[config.mk]
export PLATFORM = sky130hd
export DESIGN_NAME = periodic_rate_gen
export DESIGN_NICKNAME = d
export VERILOG_FILES = /design/src/rtl/periodic_rate_gen.sv
export SDC_FILE = /design/constraint.sdc
export NUM_CORES = 1
export LEC_CHECK = 0
export ABC_CLOCK_PERIOD_IN_PS = 4900
export BUFFER_PORTS_ARGS = -buffer_cell sky130_fd_sc_hd__buf_2
export CAP_MARGIN = 40
export CORE_ASPECT_RATIO = 0.7
export CORE_MARGIN = 2
export CORE_UTILIZATION = 40
export CTS_CLUSTER_SIZE = 12
export DETAILED_ROUTE_END_ITERATION = 12
export GPL_TIMING_DRIVEN = 0
export PLACE_DENSITY = 0.67
export SETUP_SLACK_MARGIN = 0.2
export SYNTH_ARGS = -nofsm -noshare
export SYNTH_HDL_FRONTEND = slang
export SYNTH_SLANG_ARGS = --single-unit
[constraint.sdc]
create_clock -name clk -period 4.9 [get_ports clk]
set_input_delay 0.245 -clock clk [delete_from_list [all_inputs] [get_ports clk]]
set_output_delay 0.245 -clock clk [all_outputs]
set_load 0.01 [all_outputs]
[src/rtl/periodic_rate_gen.sv]
module periodic_rate_gen #(
  parameter int RATE_W = 4,
  parameter int DIV_W  = 3
) (
  input  logic              clk,
  input  logic              rst_n,
  input  logic              tick,
  input  logic [RATE_W-1:0] rate_sel,
  input  logic [DIV_W-1:0]  div_ctl,
  input  logic              per_en,
  output logic              per_evt
);
  localparam int CNT_W = (1 << RATE_W) - 2;

  logic [RATE_W-1:0] eff_code, rate_q;
  logic [DIV_W-1:0]  div_q;
  logic [CNT_W-1:0]  cnt, last;
  logic              osc_on, run, cfg_chg;

  assign eff_code = (rate_sel == RATE_W'(1)) ? RATE_W'(8) :
                    (rate_sel == RATE_W'(2)) ? RATE_W'(9) : rate_sel;
  assign osc_on   = |div_ctl[DIV_W-1:DIV_W-2];
  assign run      = per_en && osc_on && (rate_sel != '0);
  assign cfg_chg  = (rate_sel != rate_q) || (div_ctl != div_q);

  always_comb begin
    for (int i = 0; i < CNT_W; i++)
      last[i] = (i < (int'(eff_code) - 1));
  end

  always_ff @(posedge clk) begin
    if (!rst_n) begin
      cnt     <= '0;
      per_evt <= 1'b0;
      rate_q  <= '0;
      div_q   <= '0;
    end else begin
      rate_q  <= rate_sel;
      div_q   <= div_ctl;
      per_evt <= 1'b0;
      if (!run || cfg_chg)
        cnt <= '0;
      else if (tick) begin
        if (cnt == last) begin
          cnt     <= '0;
          per_evt <= 1'b1;
        end else
          cnt <= cnt + 1'b1;
      end
    end
  end
endmodule

[After elaboration in Yosys (flattened, before gate mapping)]
Cells that the tools add are included.
Storage, ports and cells
  register bits after elaboration: 22
  bits in latches: 0
  bits in writable memories: 0
  bits in read-only memories: 0
  input port bits: 11
  output and inout bits: 1
  word-level logic and storage cells: 40
  memories: 0
Operators by class
  $add $sub $neg: 2
  multipliers: 0
  divide/modulo/power cells: 0
  magnitude comparators: 14
  eq/ne operators: 5
  shift operators: 0
  muxes and demuxes: 4
  bitwise gates (word level): 2
  reduce and logical (&&, ||, !) cells: 9
Operator list (number)
  less-than comparator 5 bit, first input constant: 6
  less-than comparator 4 x 5 -> 1 bit, first input constant: 4
  adder 14 x 1 -> 14 bit, second input constant: 1
  == test 14 bit: 1
  two-way mux 14 bit: 1
  less-than comparator 3 x 5 -> 1 bit, first input constant: 2
  two-way mux 4 bit: 2
  less-than comparator 1 x 5 -> 1 bit, first input constant: 1
  less-than comparator 2 x 5 -> 1 bit, first input constant: 1
  subtractor 4 x 1 -> 5 bit, second input constant: 1
  == test 4 x 1 -> 1 bit, second input constant: 1
  == test 4 x 2 -> 1 bit, second input constant: 1
  inequality test 4 bit: 1
  nonzero test 4 bit: 1
  OR reduction 2 bit: 2
  inequality test 3 bit: 1
  OR reduction 3 bit: 1
  logical AND 1 bit: 2
  logical OR 1 bit: 2
  NOT 1 bit: 2
  logical NOT 1 bit: 1
  two-way mux 1 bit: 1

[Longest topological paths before layout]
Gate-level depths: netlist of run 1.
  depth after elaboration: 7
  gate-level depth with buffers: 15
  gate-level depth less buffers: 11

[Worst setup path after synthesis of run 1]
No wires, ideal clock.
  path kind: in2reg
  from: input rate_sel[3]
  to: register cnt[10]
  arrival time: 3053 ps
  data required time: 4778 ps
  slack: 1725 ps
  cell stages on the path: 14
  path buffers: 3
  cells stage by stage: buf_2 > buf_1 > nor2_1 > mux2i_1 > ha_1 > nor2b_1 > a221o_1 > a21oi_1 > xnor2_1 > nand4_1 > or4_1 > buf_2 > o21bai_4 > nor2_1
Between the ends
  word-level cells in the longest chain between the ends: 7
  elaborated cells on any way between the ends: 28
  those cells by class: 1 x add/sub; 14 x order compare; 4 x eq/ne; 3 x mux; 6 x reduce/logical
RTL lines
  start: declaration: line 8  | input logic [RATE_W-1:0] rate_sel,
  == test 4 x 2 -> 1 bit: line 21  | (rate_sel == RATE_W'(2)) ? RATE_W'(9) : rate_sel;
  two-way mux 4 bit: line 21
  two-way mux 4 bit: line 20  | assign eff_code = (rate_sel == RATE_W'(1)) ? RATE_W'(8) :
  subtractor 4 x 1 -> 5 bit: line 28  | last[i] = (i < (int'(eff_code) - 1));
  less-than comparator 1 x 5 -> 1 bit (tied with other cells): line 28
  == test 14 bit: line 44  | if (cnt == last) begin
  two-way mux 14 bit: line 44
  end signal: assignment: line 48  | cnt <= cnt + 1'b1;
  end: declaration: line 17  | logic [CNT_W-1:0] cnt, last;
Parallel ways exist; a longest one is shown, timed or not.
A chain may end at the register's enable or synchronous reset.

[Worst setup path after layout of run 1]
  from: input rate_sel[3]
  to: register cnt[8]
The elaborated chain is that of the path after synthesis.

==> summary.txt, run 1 <==
Status
  – Outcome: completed

Global routing
  – Overflow after GRT: 0
  – First-pass GRT wire length: 6.41 mm
  – Largest net degree at the start of global routing: 14
  – Vias in the first global route: between 1k and 1.5k
  – GR Util met3: under 10%
  – Total GRT Usage: between 10% and 20%
  – GR peak layer: met1
  – Grt met1 use: a little over a quarter
  – Met2 Use GR: 25.1%
  – Antenna violations before repair: 0

Floorplan
  – Num rows: 19
  – Die Y: approximately 57 um
  – Core area: roughly 4000 um^2
  – Die X: approximately 80 um
  – Initial Util: 41.6%
  – Die area: approximately 4600 um^2
  – Total I/O pin count: 12

Setup path
  – R2R setup slack: 2990 ps
  – Crit path from: rate_sel[3]
  – Crit-path max FO: 10
  – Critical path type: primary input to flop
  – Reg-to-Reg End: cnt[8]
  – Worst R2R Path Depth: 6
  – Crit path top cell by count: buf_2
  – Worst path cell trace: buf_2, buf_2, buf_1, nor2_1, mux2i_1, ha_1, buf_2, a21oi_1, nand2_1, a21boi_0, o21a_1, o2111ai_1, or4_1, buf_2, o21bai_4, nor2_1
  – Slowest-stage cell, CP: or4_1
  – Crit path to: cnt[8]
  – Crit start category: primary input
  – Worst R2R Start: cnt[11]
  – Critical path required time: slightly above 5000 ps
  – Critical Path AT: between 3000 and 4000 ps
  – CP endpoint kind: flop
  – CP max stage delay: approximately 520 ps

Cells and area
  – Fill count: between 400 and 500
  – N_diodes: 0
  – P&R area growth vs syn: 11.7%
  – Share of cells above drive strength 1: 12.7%
  – Sequential Area: ~440 um^2
  – Multi-input gate area: about 1100 um^2
  – Final nets: between 200 and 250

Placed design
  – GP Congestion: roughly 0.92
  – IO Port Bufs: 11
  – Pre-CTS WS: between 1000 and 1500 ps
  – Post-DP HPWL: between 2 and 3 mm

Timing
  – RSZ-0062 raised after global routing: no
  – Final worst slack: 1370 ps
  – Ratio of final minimum period to clock period: a little under three quarters
  – Final setup TNS: 0 ps
  – Final hold vios: 0
  – Slew @ Worst Pin: 457 ps
  – Post-route minimum period: roughly 3500 ps
  – Slew headroom: 69.5%
  – Fmax: around 280 MHz
  – Clk_skew: between 10 and 15 ps
  – Fin. max-slew vios: 0
  – Hold_ws: about 200 ps
  – Setup-failing EPs final: 0

Clock tree
  – Clock sink total: 22
  – Post-CTS Resized: 0
  – Clk_lat worst skew: 280 ps
  – Hold_buf cts: 0
  – Inserted Clock Buffers: 3
  – Clk root buf: clkbuf_8
  – TritonCTS clock tree: done
  – Clock transition at path regs: 90 ps
  – H-Tree Level Count: 1
  – Setup bufs post-CTS: 0
  – Clock Tree Buf Depth: 2

Synth
  – Cells after Synth: ~210
  – Post-synth ARST share: 0%
  – Post-Syn Area: roughly 1600 um^2
  – Synth warnings: 0
  – Number of enable flip-flop cells after synthesis: 0
  – #FFs+latches synth: 22
  – Mean Syn Cell Area: around 7.6 um^2
  – Register area share after synthesis: 27.0%
  – Post-synthesis cell type count: 46
  – Most used DFF post-synth: dfxtp_1
  – Synthesized net count: around 230

Drt
  – Via density: ~5.4
  – Initial detailed-routing violation count: 101
  – Routed via count: ~1.5k
  – Remaining DRCs: 0
  – Drt first pass iters: 4
  – Post-route ant nets: 0
  – Final wirelength: around 3.7 mm
  – Wire length per cell: between 10 and 15 um

Power
  – Pwr per Cell Area: ~250 nW/um^2
  – Power Total: roughly 0.00045 W
  – Lkg Pwr: 0.657 nW
  – Maximum vdd drop: 0.141 mV

Hold path
  – Worst min path class: primary input to flop
  – Worst hold path startpoint: div_ctl[0]

Flow run
  – Max-cap violations: 0
-- layout make-up --
cell class	count	share of cell area [%]
Tap cell	52	3.57
Inverter	2	0.412
Clock inverter	1	1.65
Clock buffer	3	2.26
Timing Repair Buffer	11	3.02
Buffer	15	4.12
Sequential cell	22	24.1
Multi-Input combinational cell	175	60.8
-- flip-flops by register name, summed over array words and instances (netlist names) --
| register | count |
|---|---|
| cnt | 14 |
| div_q | 3 |
| per_evt | 1 |
| rate_q | 4 |
-- power breakdown --
part	internal, W	switching (W)	total (W)
sequential	0.000182	0.00000151	0.000183
combinational	0.0000397	0.0000534	0.0000930
clock	0.000109	0.0000641	0.000173
total	0.000331	0.000119	0.000450
-- cell families after synthesis --
family / Yosys count / share of synthesized area (%)
AND/OR/NAND/NOR: 96 / 31.0
AO/OA/AOI/OAI: 48 / 19.7
XOR/XNOR: 27 / 14.5
flip-flops: 22 / 27.0
buffers and inverters: 17 / 5.06
multiplexers: 2 / 1.30
adder cells (fa/ha/maj): 2 / 1.53
-- metrics by stage --
stage          utilization [%]  area, um^2  std cells
5_1_grt                   46.5        1820        281
3_3_place_gp              44.7        1750        277
3_5_place_dp              44.7        1750        277
6_report                  46.5        1820        281
2_1_floorplan                -        1630        214
4_1_cts                   46.5        1820        281
-- per-layer routing --
metal / share of wire [%] / up-vias
met5: 0 / -
met4: 1.3 / 0
met3: 8.1 / 7
met2: 39 / 50
met1: 52 / 688
li1: - / 781
-- cells in the mapped netlist (2+ instances only) --
| cell | n | area share, % |
|---|---|---|
| nand3_1 | 11 | 3.4 |
| nand2_1 | 17 | 3.9 |
| a21o_1 | 2 | 0.92 |
| buf_2 | 9 | 2.8 |
| o21ai_0 | 8 | 2.5 |
| a31oi_1 | 5 | 1.9 |
| nor3b_1 | 2 | 0.92 |
| xor2_1 | 13 | 7.0 |
| nor2b_1 | 7 | 2.7 |
| or4_1 | 3 | 1.4 |
| a21oi_1 | 12 | 3.7 |
| inv_1 | 2 | 0.46 |
| ha_1 | 2 | 1.5 |
| nor3_1 | 3 | 0.92 |
| xnor2_1 | 14 | 7.5 |
| and3_1 | 3 | 1.1 |
| a21oi_2 | 2 | 1.1 |
| dfxtp_1 | 22 | 27 |
| clkbuf_1 | 4 | 0.92 |
| o22ai_1 | 3 | 1.1 |
| nand3b_1 | 4 | 1.8 |
| nor2_1 | 22 | 5.1 |
| a21boi_0 | 3 | 1.4 |
| o211ai_1 | 2 | 0.92 |
| and2_1 | 9 | 3.4 |
| a221o_1 | 2 | 1.2 |
| nand4_1 | 6 | 2.3 |
| nand2b_1 | 4 | 1.5 |
-- worst max-delay path, delay by kind of cell --
kind                     cells  cell delay, ps
buffers and inverters        5            1130
adder cells (fa/ha/maj)      1             410
AO/OA/AOI/OAI                5             980
AND/OR/NAND/NOR              4             790
multiplexers                 1             140
-- worst min-delay path by stage --
| stage | end | cells past startpoint |
|---|---|---|
| 3_3_place_gp | div_q[0] | 2 |
| 3_5_place_dp | div_q[2] | 2 |
| 2_1_floorplan | div_q[0] | 1 |
| 4_1_cts | div_q[2] | 2 |
| 5_1_grt | div_q[0] | 2 |
| 6_report | div_q[0] | 2 |
-- cell usage in the layout (no fill, tap or decap), types with 4 or more instances in the layout --
cell type	n
a21oi_1	12
dfxtp_1	22
nand2_1	17
a31oi_1	5
nand4_1	6
nor2b_1	7
buf_2	20
xnor2_1	14
xor2_1	13
nand3b_1	4
clkbuf_1	4
nand2b_1	4
o21ai_0	8
and2_1	9
nand3_1	11
nor2_1	22
Note: power is estimated with default switching activity, not from simulation.
==> run 2, diff against run 1 <==
Settings changed: ABC_CLOCK_PERIOD_IN_PS 4900 to 3010, PLACE_DENSITY 0.67 to 0.69.
Clock period 4.9 ns to 3.01 ns, I/O delays scaled along.
==> run 2 against run 1 <==
Register-to-register slack worse by 1800 ps. Cell area up 16%. Clock power up 61%. Die area unchanged. Core utilization up 7.3 points. Flip-flop and latch count unchanged. Worst hold slack worse by 83 ps. Wire length up 17%. Critical endpoint is now cnt[4]. Largest cell class unchanged.
==> summary.txt, run 2 (synthesis results as in run 1) <==
Power
  – P_sw: 0.000214 W (was 0.000119 W)
  – Sw Share: 26.9% (was 26.5%)
  – Lkg Pwr: 0.780 nW (was 0.657 nW)
  – Power Total: 0.000794 W (was 0.000450 W)
  – Sequential power share: 37.5% (was 40.7%)
  – Comb pwr share: 27.4% (was 20.7%)
  – Pwr per Cell Area: 376 nW/um^2 (was 247 nW/um^2)
  – Maximum vdd drop: 0.215 mV (was 0.141 mV)
  – P_int: 0.000580 W (was 0.000331 W)
  – Clock power share: 35.1% (was 38.6%)

Drt
  – Drt first pass iters: 5 (was 4)
  – Initial detailed-routing violation count: 139 (was 101)
  – Post-route ant nets: 0 (unchanged)
  – Remaining DRCs: 0 (unchanged)
  – Final wirelength: 4.33 mm (was 3.71 mm)
  – Wire length per cell: 14.7 um (was 13.2 um)
  – Routed via count: 1,606 (was 1,526)
  – Via density: 5.46 (was 5.43)

Setup path
  – CP endpoint kind: flop (unchanged)
  – Buf/Inv on CP: 5 (unchanged)
  – Crit-path max FO: 8 (was 10)
  – R2R setup slack: 1170 ps (was 2990 ps)
  – Worst R2R Path Depth: 6 (unchanged)
  – CP max stage delay: 530 ps (was 520 ps)
  – Reg-to-Reg End: cnt[4] (was cnt[8])
  – Delay-heaviest family, CP: simple AND/OR/NAND/NOR gates (was buffers and inverters)
  – Worst R2R Start: div_q[1] (was cnt[11])
  – Slowest-stage cell, CP: or4_4 (was or4_1)
  – Critical path type: primary input to flop (unchanged)
  – Critical path required time: 3160 ps (was 5050 ps)
  – Crit start category: primary input (unchanged)
  – Worst path cell trace: buf_6, buf_6, buf_8, nor2_4, mux2i_2, ha_4, buf_6, o21ai_1, a221o_1, a21oi_2, xor2_1, nand4_1, or4_4, buf_8, o21bai_4, nor2_1 (was buf_2, buf_2, buf_1, nor2_1, mux2i_1, ha_1, buf_2, a21oi_1, nand2_1, a21boi_0, o21a_1, o2111ai_1, or4_1, buf_2, o21bai_4, nor2_1)
  – Crit path top cell by count: buf_6 (was buf_2)
  – Critical Path AT: 3030 ps (was 3680 ps)

Cells and area
  – P&R area growth vs syn: 29.3% (was 11.7%)
  – Share of cells above drive strength 1: 24.8% (was 12.7%)
  – Biggest register: cnt (unchanged)
  – Multi-input gate area: 1210 um^2 (was 1110 um^2)
  – Final nets: 256 (was 243)
  – Fill count: 371 (was 403)
  – N_diodes: 0 (unchanged)
  – Largest register FFs: 14 (unchanged)
  – Largest regs: cnt x14, rate_q x4, div_q x3 (unchanged)
  – Commonest non-fill, non-tap cells in the layout: 22 x dfxtp_1, 21 x nor2_1, 17 x nand2_1 (was 22 x nor2_1, 22 x dfxtp_1, 20 x buf_2)
  – Sequential Area: 440 um^2 (unchanged)
  – Commonest non-fill, non-tap cell in the layout: dfxtp_1

Timing
  – Slew @ Worst Pin: 443 ps (was 457 ps)
  – Final hold vios: 0 (unchanged)
  – Fmax: between 300 and 400 MHz
  – Hold_ws: 113 ps (was 195 ps)
  – RSZ-0062 raised after global routing: yes (was no)
  – Ratio of final minimum period to clock period: a little over nine tenths
  – Slew headroom: 70.4% (was 69.5%)
  – Setup-failing EPs final: 0 (unchanged)
  – Post-route minimum period: between 2000 and 3000 ps
  – Fin. max-slew vios: 0 (unchanged)
  – Clk_skew: 10.7 ps (was 14.4 ps)

Clock tree
  – H-Tree Level Count: 1 (unchanged)
  – Clk root buf: clkbuf_8 (unchanged)
  – Clock transition at path regs: 90 ps (about the same)
  – Clock sink total: 22 (unchanged)
  – Inserted Clock Buffers: 3 (unchanged)
  – TritonCTS clock tree: done (unchanged)
  – Clk_lat worst skew: 270 ps (was 280 ps)
  – Clock Tree Buf Depth: 2 (unchanged)

Placed design
  – GP Congestion: 0.920 (was 0.921)
  – Post-DP HPWL: 2.81 mm (was 2.80 mm)
  – IO Port Bufs: 11 (unchanged)

Global routing
  – Antenna violations before repair: 0 (unchanged)
  – Total GRT Usage: 19.5% (was 17.6%)
  – Overflow after GRT: 0 (unchanged)
  – Largest net degree at the start of global routing: 14 (unchanged)
  – First-pass GRT wire length: 7.11 mm (was 6.41 mm)
  – Vias in the first global route: 1,474 (was 1,403)

Floorplan
  – Total I/O pin count: 12 (unchanged)
  – Core area: 3920 um^2 (unchanged)
  – Num rows: 19 (unchanged)
  – Die Y: 57.5 um (unchanged)
  – Die area: 4620 um^2 (unchanged)
  – Initial Util: 41.6% (unchanged)
  – Die X: 80.4 um (unchanged)

Flow run
  – Max-cap violations: 0 (unchanged)

Hold path
  – Worst hold path startpoint: div_ctl[2] (was div_ctl[0])
  – Worst min path class: primary input to flop (unchanged)
  – Hold Crit Depth: 2 (unchanged)
  – Worst hold endpoint: div_q[2] (was div_q[0])

Status
  – Outcome: completed (unchanged)
==> run 2: changes by cell type in the layout (fill, tap and decap cells not counted), moves of 2 or more <==
cell,delta
a21oi_1,-3
a21oi_2,+3
buf_2,-8
buf_4,+10
buf_6,+7
buf_8,+4
clkbuf_1,-3
nor2b_1,-3
nor2b_4,+2
or4_1,-2
or4_4,+2
==> run 2: per-stage QoR <==
stage	setup TNS, ps	instances	cell area [um^2]	utilization [%]	setup WS, ps
after floorplan	0	214	1710	-	133
after global placement	-5210	277	1830	46.5	-426
after detailed placement	-4930	277	1830	46.5	-409
after CTS	0	292	2060	52.6	211
after global routing	0	294	2110	53.8	38.2
final	0	294	2110	53.8	126
==> run 2: cell type report <==
cell class / count / share of cell area (%)
inverter: 2 / 0.356
sequential: 22 / 20.9
clock buffer: 3 / 1.96
timing repair buffer: 23 / 7.41
multi-input combinational: 176 / 57.4
buffer: 15 / 7.53
tap: 52 / 3.08
clock inverter: 1 / 1.42
==> run 2: worst max path at each step <==
stage | startpoint | endpoint | slack, ps | depth (start not counted)
global route | rate_sel[3] | cnt[12] | 40 | 16
finish | rate_sel[3] | cnt[4] | 130 | 16
floorplan | rate_sel[2] | cnt[10] | 130 | 15
global placement | rate_sel[2] | cnt[13] | -430 | 15
CTS | rate_sel[3] | cnt[12] | 210 | 16
detailed placement | rate_sel[2] | cnt[4] | -410 | 15
==> run 2: what timing repair did <==
| action | in CTS | in global routing |
|---|---|---|
| setup endpoints to repair | 15 | 13 |
| pin swaps | 14 | 8 |
| buffers inserted | 9 | 1 |
| hold buffers | 0 | 0 |
| cloned | 2 | 1 |
| gates resized for setup | 24 | 11 |
==> run 2: power by group through the flow <==
stage	sequential, W	combinational [W]	clock [W]
final	0.000298	0.000218	0.000279
after global routing	0.000299	0.000234	0.000297
after CTS	0.000298	0.000200	0.000282
after detailed placement	0.000305	0.000166	0
after global placement	0.000305	0.000165	0
after floorplan	0.000305	0.000129	0
==> run 2: layer usage <==
metal	part of all wire (%)	GRT usage, %	wire length (um)
met3	8.9	5.22	384
met5	0	0	0
met4	1.7	4.12	74
met2	39	26.3	1700
met1	50	30.4	2170
